<file path="config.mk">
export PLATFORM = sky130hd
export DESIGN_NAME = dual_link_frame_sel
export DESIGN_NICKNAME = d
export VERILOG_FILES = /design/src/rtl/dlfs_pkg.sv /design/src/rtl/dlfs_link_rx.sv /design/src/rtl/dlfs_select.sv /design/src/rtl/dual_link_frame_sel.sv
export SDC_FILE = /design/constraint.sdc
export NUM_CORES = 2
export LEC_CHECK = 0
export BUFFER_PORTS_ARGS = -buffer_cell sky130_fd_sc_hd__buf_2
export CAP_MARGIN = 20
export CORE_ASPECT_RATIO = 1.4
export CORE_UTILIZATION = 56
export DETAILED_ROUTE_END_ITERATION = 8
export GPL_TIMING_DRIVEN = 0
export PLACE_DENSITY_LB_ADDON = 0.05
export SYNTH_ARGS = -nofsm -noshare
export SYNTH_HDL_FRONTEND = slang
export SYNTH_SLANG_ARGS = --single-unit
export TNS_END_PERCENT = 100
</file>
<file path="constraint.sdc">
create_clock -name clk -period 3.5 [get_ports clk]
set_input_delay 0.175 -clock clk [delete_from_list [all_inputs] [get_ports clk]]
set_output_delay 0.175 -clock clk [all_outputs]
set_load 0.1 [all_outputs]
</file>
<file path="src/rtl/dlfs_pkg.sv">
package dlfs_pkg;
   localparam int FRAME_W  = 256;
   localparam int CRC_W    = 32;
   localparam logic [31:0] CRC_POLY = 32'h04C1_1DB7;
   localparam logic [31:0] CRC_SEED = 32'hFFFF_FFFF;

   // field positions inside the frame (word 0 on top)
   localparam int ID_LSB   = 240;
   localparam int NUM_LSB  = 224;
   localparam int DATA_LSB = 64;
   localparam int STAT_LSB = 54;

   typedef struct packed {
      logic [15:0]  card_id;
      logic [15:0]  number;
      logic [159:0] payload;
      logic [9:0]   status;
      logic [31:0]  crc;
   } frame_fields_t;

   function automatic logic [31:0] crc_step(input logic [31:0] crc_in,
                                            input logic [31:0] word);
      logic [31:0] c;
      c = crc_in;
      for (int i = 31; i >= 0; i--) begin
         if (c[31] ^ word[i]) c = {c[30:0], 1'b0} ^ CRC_POLY;
         else                 c = {c[30:0], 1'b0};
      end
      return c;
   endfunction
endpackage

</file>
<file path="src/rtl/dlfs_link_rx.sv">
module dlfs_link_rx
   import dlfs_pkg::*;
#(
   parameter int WORD_W = 32,
   parameter int WORDS  = 8
) (
   input  logic              clk,
   input  logic              rst,
   input  logic [WORD_W-1:0] word,
   input  logic              wvalid,
   input  logic              sof,
   input  logic              tick,
   output frame_fields_t     fields,
   output logic              done,
   output logic              crc_ok
);
   localparam int CNT_W = $clog2(WORDS + 1);
   localparam int LAST  = WORDS - 1;

   logic [CNT_W-1:0]   cnt;
   logic [CRC_W-1:0]   crc_acc;
   logic [FRAME_W-1:0] shreg;

   always_ff @(posedge clk) begin
      if (rst) begin
         cnt     <= '0;
         crc_acc <= CRC_SEED;
         shreg   <= '0;
         done    <= 1'b0;
         crc_ok  <= 1'b0;
      end else begin
         if (tick) done <= 1'b0;
         if (wvalid) begin
            if (sof) begin
               cnt     <= CNT_W'(1);
               crc_acc <= crc_step(CRC_SEED, word);
               shreg   <= {shreg[FRAME_W-WORD_W-1:0], word};
               done    <= 1'b0;
            end else if (cnt != '0 && cnt < CNT_W'(WORDS)) begin
               cnt   <= cnt + CNT_W'(1);
               shreg <= {shreg[FRAME_W-WORD_W-1:0], word};
               if (cnt < CNT_W'(LAST)) begin
                  crc_acc <= crc_step(crc_acc, word);
               end else begin
                  done   <= 1'b1;
                  crc_ok <= (crc_acc == word);
               end
            end
         end
      end
   end

   assign fields.card_id = shreg[ID_LSB +: 16];
   assign fields.number  = shreg[NUM_LSB +: 16];
   assign fields.payload = shreg[DATA_LSB +: 160];
   assign fields.status  = shreg[STAT_LSB +: 10];
   assign fields.crc     = shreg[CRC_W-1:0];
endmodule

</file>
<file path="src/rtl/dlfs_select.sv">
module dlfs_select
   import dlfs_pkg::*;
#(
   parameter int ID_W  = 16,
   parameter int SEQ_W = 16
) (
   input  logic            clk,
   input  logic            rst,
   input  logic            tick,
   input  logic [ID_W-1:0] cfg_id,
   input  frame_fields_t   fa,
   input  logic            done_a,
   input  logic            ok_a,
   input  frame_fields_t   fb,
   input  logic            done_b,
   input  logic            ok_b,
   output logic [159:0]    payload_q,
   output logic            valid_q,
   output logic            sel_b_q,
   output logic            err_a_q,
   output logic            err_b_q,
   output logic            both_q,
   output logic            diff_q,
   output logic            id_err_q,
   output logic            seq_err_q,
   output logic [9:0]      status_q
);
   logic          good_a, good_b, use_any;
   frame_fields_t pick;
   logic [SEQ_W-1:0] last_num;
   logic             have_num;

   assign good_a  = done_a & ok_a;
   assign good_b  = done_b & ok_b;
   assign use_any = good_a | good_b;
   assign pick    = good_a ? fa : fb;

   always_ff @(posedge clk) begin
      if (rst) begin
         payload_q <= '0; valid_q  <= 1'b0; sel_b_q   <= 1'b0;
         err_a_q   <= 1'b0; err_b_q <= 1'b0; both_q    <= 1'b0;
         diff_q    <= 1'b0; id_err_q <= 1'b0; seq_err_q <= 1'b0;
         status_q  <= '0; last_num <= '0; have_num  <= 1'b0;
      end else begin
         valid_q <= 1'b0;
         if (tick) begin
            valid_q <= use_any;
            sel_b_q <= ~good_a & good_b;
            err_a_q <= ~good_a;
            err_b_q <= ~good_b;
            both_q  <= ~use_any;
            diff_q  <= done_a & done_b & (fa.crc != fb.crc);
            if (use_any) begin
               payload_q <= pick.payload;
               status_q  <= pick.status;
               id_err_q  <= (pick.card_id != cfg_id);
               seq_err_q <= have_num & (pick.number != last_num + SEQ_W'(1));
               last_num  <= pick.number;
               have_num  <= 1'b1;
            end else begin
               id_err_q  <= 1'b0;
               seq_err_q <= 1'b0;
            end
         end
      end
   end
endmodule

</file>
<file path="src/rtl/dual_link_frame_sel.sv">
module dual_link_frame_sel
   import dlfs_pkg::*;
#(
   parameter int WORD_W  = 32,
   parameter int WORDS   = 8,
   parameter int CH_N    = 8,
   parameter int CH_W    = 20,
   parameter int ID_W    = 16,
   parameter int SEQ_W   = 16,
   parameter int STAT_W  = 10
) (
   input  logic                 clk,
   input  logic                 rst,
   input  logic [ID_W-1:0]      cfg_card_id,
   input  logic [WORD_W-1:0]    a_word,
   input  logic                 a_valid,
   input  logic                 a_sof,
   input  logic [WORD_W-1:0]    b_word,
   input  logic                 b_valid,
   input  logic                 b_sof,
   input  logic                 period_tick,
   output logic [CH_N*CH_W-1:0] chan_data,
   output logic                 chan_valid,
   output logic                 use_link_b,
   output logic                 crc_err_a,
   output logic                 crc_err_b,
   output logic                 double_fault,
   output logic                 crc_diff,
   output logic                 card_id_err,
   output logic                 missing_frame,
   output logic [STAT_W-1:0]    status_err
);
   localparam int PAY_W = CH_N * CH_W;
   localparam int LINKS = 2;

   if (WORD_W * WORDS != FRAME_W) begin : g_bad_frame
      $error("frame must be %0d bits", FRAME_W);
   end
   if (PAY_W != 160 || ID_W != 16 || SEQ_W != 16 || STAT_W != 10) begin : g_bad_fields
      $error("field widths do not match the frame layout");
   end

   logic [WORD_W-1:0] lw   [LINKS];
   logic              lv   [LINKS];
   logic              ls   [LINKS];
   frame_fields_t     lf   [LINKS];
   logic              ldn  [LINKS];
   logic              lok  [LINKS];

   assign lw[0] = a_word; assign lv[0] = a_valid; assign ls[0] = a_sof;
   assign lw[1] = b_word; assign lv[1] = b_valid; assign ls[1] = b_sof;

   for (genvar l = 0; l < LINKS; l++) begin : g_link
      dlfs_link_rx #(.WORD_W(WORD_W), .WORDS(WORDS)) u_rx (
         .clk(clk), .rst(rst), .word(lw[l]), .wvalid(lv[l]), .sof(ls[l]),
         .tick(period_tick), .fields(lf[l]), .done(ldn[l]), .crc_ok(lok[l]));
   end

   logic [PAY_W-1:0] payload;

   dlfs_select #(.ID_W(ID_W), .SEQ_W(SEQ_W)) u_sel (
      .clk(clk), .rst(rst), .tick(period_tick), .cfg_id(cfg_card_id),
      .fa(lf[0]), .done_a(ldn[0]), .ok_a(lok[0]),
      .fb(lf[1]), .done_b(ldn[1]), .ok_b(lok[1]),
      .payload_q(payload), .valid_q(chan_valid), .sel_b_q(use_link_b),
      .err_a_q(crc_err_a), .err_b_q(crc_err_b), .both_q(double_fault),
      .diff_q(crc_diff), .id_err_q(card_id_err), .seq_err_q(missing_frame),
      .status_q(status_err));

   // channel k (0-based) taken from the top of the payload downward
   for (genvar k = 0; k < CH_N; k++) begin : g_chan
      assign chan_data[PAY_W-1-k*CH_W -: CH_W] = payload[PAY_W-1-k*CH_W -: CH_W];
   end
endmodule

</file>
Word level (Yosys, flattened, before mapping)

Index checks and enable logic that the tools add are counted.

Register bits: 783
Bits of input ports: 87
Output and inout port bits: 178
Logic and storage cells: 968

$add $sub $neg: 3
Order comparisons: 4
Equal/unequal tests: 5
Muxes and demuxes: 651
Bitwise gates (word level): 267
Reductions and logical operators: 16

Operators with widths:

| operator                | number |
|---|---|
| $mux W32                | 502 |
| $mux W27                | 128 |
| $not A14 Y14            | 126 |
| $mux W256               | 4 |
| $mux W234               | 1 |
| $xor A1 B1 Y1           | 126 |
| $eq A32 B32 Y1          | 2 |
| $ne A16 B16 Y1          | 2 |
| $ne A32 B32 Y1          | 1 |
| $add A16 B1 Y16 const B | 1 |
| $mux W4                 | 4 |
| $mux W1                 | 12 |
| $add A4 B1 Y4 const B   | 2 |
| $lt A4 B3 Y1 const B    | 2 |
| $lt A4 B4 Y1 const B    | 2 |
| $not A1 Y1              | 8 |
| $reduce_and A4 Y1       | 2 |
| $reduce_bool A2 Y1      | 4 |
| $reduce_bool A4 Y1      | 2 |
| $and A1 B1 Y1           | 6 |
| $reduce_and A2 Y1       | 3 |
| $reduce_and A3 Y1       | 2 |
| $logic_and A1 B1 Y1     | 2 |
| $reduce_or A2 Y1        | 1 |
| $or A1 B1 Y1            | 1 |

Longest topological paths before layout

Depth after elaboration: 222
Depth in mapped cells: 12
Gate-level depth less buffers: 11

Hierarchy

From an unflattened synthesis, not the netlist that was laid out.

Cell total of the unflattened synthesis: 5340
Area, all modules: 46378.2 um^2

By module, submodules not included:

| module                         | times used | cells each | area an instance (um^2) | seq. area each (um^2) |
|---|---|---|---|---|
| dlfs_link_rx at g_link[1].u_rx | 1          | 2087       | 18529.0                 | 5885.6 |
| dlfs_link_rx at g_link[0].u_rx | 1          | 2039       | 18432.7                 | 5885.6 |
| dlfs_select                    | 1          | 1214       | 9416.5                  | 3903.7 |

Worst setup path before layout

No wires, ideal clock.

Path kind: register to register
Start: register g_link[1].u_rx.crc_acc[28]
End: register g_link[1].u_rx.crc_acc[14]
Library setup time: 120 ps
Arrival: 3676 ps
Data required time: 3380 ps
Path slack: -296 ps
Cell stages (with the launch flop): 12
Path buffers: 1
Period minus slack after synthesis: 3796 ps
Cells stage by stage: dfxtp_1 > buf_2 > xnor2_2 > xnor3_1 > xnor3_2 > xnor3_1 > xnor3_1 > xnor2_1 > xnor3_1 > nor2_1 > a211oi_1 > a211o_1

Longest elaborated chain between the ends: 194
Elaborated cells between the ends (all ways): 227
Those cells by class: mux: 187; bitwise: 40

Ends and longest elaborated chain:

| element                | RTL line           | RTL |
|---|---|---|
| from (decl)            | dlfs_link_rx.sv:21 | `logic [CRC_W-1:0] crc_acc;` |
| from (signal assigned) | dlfs_link_rx.sv:36 | `crc_acc <= crc_step(CRC_SEED, word);` |
| from (signal assigned) | dlfs_link_rx.sv:43 | `crc_acc <= crc_step(crc_acc, word);` |
| $mux W32 *             | dlfs_link_rx.sv:42 | `if (cnt < CNT_W'(LAST)) begin` |
| $mux W32 *             | dlfs_link_rx.sv:39 | `end else if (cnt != '0 && cnt < CNT_W'(WORDS)) begin` |
| $mux W32 *             | dlfs_link_rx.sv:34 | `if (sof) begin` |
| $mux W32 *             | dlfs_link_rx.sv:33 | `if (wvalid) begin` |
| $mux W32 *             | dlfs_link_rx.sv:25 | `if (rst) begin` |
| $mux W32 *             | dlfs_link_rx.sv:42 |  |
| $mux W32 *             | dlfs_link_rx.sv:39 |  |
| $mux W32 *             | dlfs_link_rx.sv:34 |  |
| [178 not listed]       | n/a                |  |
| $mux W32 *             | dlfs_link_rx.sv:39 |  |
| $mux W32 *             | dlfs_link_rx.sv:34 |  |
| $mux W32 *             | dlfs_link_rx.sv:33 |  |
| $mux W32 *             | dlfs_link_rx.sv:25 |  |
| $mux W27 *             | dlfs_pkg.sv:26     | `if (c[31] ^ word[i]) c = {c[30:0], 1'b0} ^ CRC_POLY;` |
| $mux W32 *             | dlfs_link_rx.sv:42 |  |
| $mux W32 *             | dlfs_link_rx.sv:39 |  |
| $mux W32 *             | dlfs_link_rx.sv:34 |  |

Mark *: on every way between the ends. The rest lies on a longest branch, timed or not. The select of a mux whose other input is x is not followed.
A chain may end at the register's enable or synchronous reset.

Worst setup path after layout

Start: register g_link[1].u_rx.crc_acc[26]
End: register g_link[1].u_rx.crc_acc[12]

Longest elaborated chain between the ends: 192
Elaborated cells between the ends (all ways): 225
Those cells by class: mux: 185; bitwise: 40

Ends and longest elaborated chain:

| element                       | RTL line |
|---|---|
| $mux W32 *                    | dlfs_link_rx.sv:42 |
| $mux W32 *                    | dlfs_link_rx.sv:39 |
| $mux W32 *                    | dlfs_link_rx.sv:34 |
| $mux W32 *                    | dlfs_link_rx.sv:33 |
| $mux W32 *                    | dlfs_link_rx.sv:25 |
| $mux W32 *                    | dlfs_link_rx.sv:42 |
| $mux W32 *                    | dlfs_link_rx.sv:39 |
| $mux W32 *                    | dlfs_link_rx.sv:34 |
| [176 not listed]              | n/a |
| $mux W32 *                    | dlfs_link_rx.sv:34 |
| $mux W32 *                    | dlfs_link_rx.sv:33 |
| $mux W32 *                    | dlfs_link_rx.sv:25 |
| $not A14 Y14 (no source line) | n/a |
| $mux W27 *                    | dlfs_pkg.sv:26 |
| $mux W32 *                    | dlfs_link_rx.sv:42 |
| $mux W32 *                    | dlfs_link_rx.sv:39 |
| $mux W32 *                    | dlfs_link_rx.sv:34 |

Marks and branches as above.

==> run summary <==
Avg Cell Area, Syn: 8.866 um^2
Critical R2R Launch: g_link[1].u_rx.crc_acc[26]
Pre-CTS WS: -1.917 ns
Via-per-instance ratio: 5.735
Crit. End Element: flop
Ratio of cells with drive above 1 in the final layout: 16.70%
Yosys top cell by area: dfxtp_1
Final period util: 110.4%
Routed vias: 35,730
Core footprint: 0.07276 mm^2
Placed Cells: 5,840
Final critical-path required period: 3.863 ns
Worst-Margin Slew: 1.087 ns
Design area: 0.05073 mm^2
Max Fclk: 0.2589 GHz
Row count: 117
Most frequent CP cell: xnor3_2
Global-route wire length before repair: 219,100 um
Post-synth cell types: 57
Synth Net Count: 4,749
Worst reg-to-reg setup slack: -0.36 ns
Area grow syn2layout: 22.98%
Critical path buffers and inverters: 1
Post-Synth XOR/XNOR Area: 29.37%
First-pass DRT Iterations: 6
Reg clk slew, reported paths: 0.07 ns
Min-Delay Startpoint: a_word[26]
Final Instance Count excl. Fillers: 6,229
Die width: 231.4 um
Hold WC Path Type: input pin to flop
Dpl hpwl: 116,800 um
Complex-gate fraction of the synthesized area: 11.10%
Crit path max-delay family: XOR/XNOR gates
Main combinational cell family by area after synthesis: XOR/XNOR gates
CP max-delay cell: xnor3_2
CTS tree: built
Yosys top cell area share: 38.00%
CP startpoint kind: flop
Hold depth: 3
Largest net degree at the start of global routing: 16
Avg WL per Cell: 25.02 um
# DRC: 0
Clk sinks: 783
Number of global-route vias before repair: 34,260
Post-DP Area: 0.04386 mm^2
H-tree Lvls: 3
Failing checks: negative setup slack
#FFs+latches synth: 783
Drt initial violations: 2,894
Setup slack after layout: -0.3627 ns
RD Place Congestion: 0.9902
Gr usage total: 40.08%
PortBufs: 234
Post-synth EDFFs: 0
Relative slew margins: 27.53%
Worst Path Required: 4.01 ns
Status: complete, but fails checks
Multiplexer share of the synthesized area: 5.153%
CTS root buffer: clkbuf_16
Mapped Cells: 4,653
RR Endpoint: g_link[1].u_rx.crc_acc[12]
Max clock buf depth: 3
Die height: 323.1 um
IO Count: 265
MaxCap Viol Count: 0
Adder-Cell Fraction of Synth Area: 0.2730%
Simple-Gate Fraction of Synth Area: 13.10%
Clk_lat worst skew: 0.66 ns
RSZ-0062 raised after global routing: yes
Mapped Area: 0.04125 mm^2
Inserted Clock Buffers: 74
Post-synthesis async set-or-reset flop share: 0%
Worst EP arrival: 4.37 ns
Total Wirelength: 155,900 um
Final setup viols: 31
Starting Density: 56.70%
Worst Hold Path EP: g_link[0].u_rx.shreg[26]
Register-to-Register Path Depth: 10
Routed Antenna Nets: 0
Top cells by area, synth: dfxtp_1, xnor2_1, nand2_1, a21oi_1, xnor3_1
Initial antenna violation count: 2
GRT overflow: 0
Largest stage delay, worst path: 0.62 ns
Crit path cell chain: xor2_4 -> inv_4 -> xnor2_4 -> xnor3_2 -> xnor3_1 -> xnor3_2 -> xnor2_4 -> xnor3_2 -> a221oi_2 -> o21ai_1
Slew Viols, Final: 0
Synth Flop Type: dfxtp_1
Die ar.: 0.07477 mm^2
CP Max Fanout: 6
CP Class: flop to flop
Final Hold Fails: 0
Part of the Yosys area used for sequential elements: 38.00%
Total Nets Final: 5,312
Final Skew: 0.03321 ns
Syn. warnings: 0
[Yosys cell counts (23+ instances only)]
cell / count
xor2_1: 247
xnor2_1: 631
xnor3_1: 122
a21oi_1: 574
nor2_1: 33
mux2i_1: 209
buf_1: 28
clkbuf_1: 247
nand2_1: 1266
nand4_1: 23
o21ai_0: 224
dfxtp_1: 783
[what timing repair did]
action | 4_1_cts | 5_1_grt
pin swaps | 83 | 77
endpoints found under the setup margin | 252 | 104
endpoints found under the hold margin | 61 | 0
hold buffers | 72 | 0
setup buffers | 90 | 91
resized for setup | 204 | 143
[flip-flops by register name (all words and copies together), names as in the netlist]
name,flops
g_link.u_rx.cnt,8
g_link.u_rx.crc_acc,64
g_link.u_rx.crc_ok,2
g_link.u_rx.done,2
g_link.u_rx.shreg,512
u_sel.both_q,1
u_sel.diff_q,1
u_sel.err_a_q,1
u_sel.err_b_q,1
u_sel.have_num,1
u_sel.id_err_q,1
u_sel.last_num,16
u_sel.payload_q,160
u_sel.sel_b_q,1
u_sel.seq_err_q,1
u_sel.status_q,10
u_sel.valid_q,1
[per-layer routing]
layer  wire, um  track usage (%)
met5         26                0
met1      56160            44.66
met4      14690            31.52
met2      74640            68.64
met3      10340            5.677
[worst reg2reg max path, cell delays in order, from the launching register on]
cell and delay (ns):
dfxtp_4 0.40, xor2_4 0.24, inv_4 0.12, xnor2_4 0.17
xnor3_2 0.48, xnor3_1 0.45, xnor3_2 0.62, xnor2_4 0.37
xnor3_2 0.56, a221oi_2 0.23, o21ai_1 0.09
[layout by cell type, fill, tap and decap left out, types with 23 or more instances in the layout]
cell type | Yosys | final
xnor2_2 | 20 | 80
clkbuf_16 | 0 | 75
xor2_2 | 11 | 30
buf_4 | 10 | 165
xor2_4 | 7 | 26
nand4_1 | 23 | 23
a21oi_1 | 574 | 573
xor2_1 | 247 | 209
dfxtp_1 | 783 | 765
nor2_1 | 33 | 30
xnor3_1 | 122 | 80
nand2_1 | 1266 | 1265
o21ai_0 | 224 | 217
xnor3_2 | 10 | 52
xnor2_1 | 631 | 513
buf_2 | 12 | 252
dlygate4sd3_1 | 0 | 72
xnor2_4 | 8 | 66
mux2i_1 | 209 | 209
clkbuf_1 | 247 | 252
[per-stage QoR]
step	utilization [%]	hold WS [ns]	TNS, ns
global placement	60.26	0.4307	-258.47
detailed placement	60.28	0.4366	-251.83
CTS	67.52	0.002302	-0.3299
finish	69.73	0.03031	-3.389
global route	69.73	0.04020	-5.475
floorplan	-	0.3155	-0.4708
[layout make-up]
cell class | instances | area, um^2
Sequential cell | 783 | 15720
Inverter | 12 | 47.55
Antenna cell | 2 | 5.005
Fill cell | 5873 | 22020
Clock inverter | 28 | 375.4
Buffer | 299 | 1259
Timing Repair Buffer | 488 | 3463
Clock buffer | 107 | 2187
Multi-Input combinational cell | 3558 | 26490
Tap cell | 952 | 1191
[worst max-delay path by stage]
| stage | start | endpoint | depth (start not counted) |
|---|---|---|---|
| 6_report | g_link[1].u_rx.crc_acc[26] | g_link[1].u_rx.crc_acc[12] | 10 |
| 5_1_grt | g_link[1].u_rx.crc_acc[26] | g_link[1].u_rx.crc_acc[12] | 10 |
| 4_1_cts | g_link[1].u_rx.crc_acc[31] | g_link[1].u_rx.crc_acc[12] | 11 |
| 3_5_place_dp | g_link[0].u_rx.done | u_sel.payload_q[50] | 8 |
| 3_3_place_gp | g_link[0].u_rx.done | u_sel.payload_q[50] | 8 |
| 2_1_floorplan | g_link[1].u_rx.crc_acc[31] | g_link[1].u_rx.crc_acc[12] | 10 |
[cell families after synthesis]
logic type	count (synthesis)
compound gates	871
mux	212
xor+xnor	1078
simple gates	1388
fa+ha+maj	9
flops	783
buf+inv	312
Power is not shown: default switching activity piles up to over one toggle a cycle in this logic, so the estimate is an artifact.
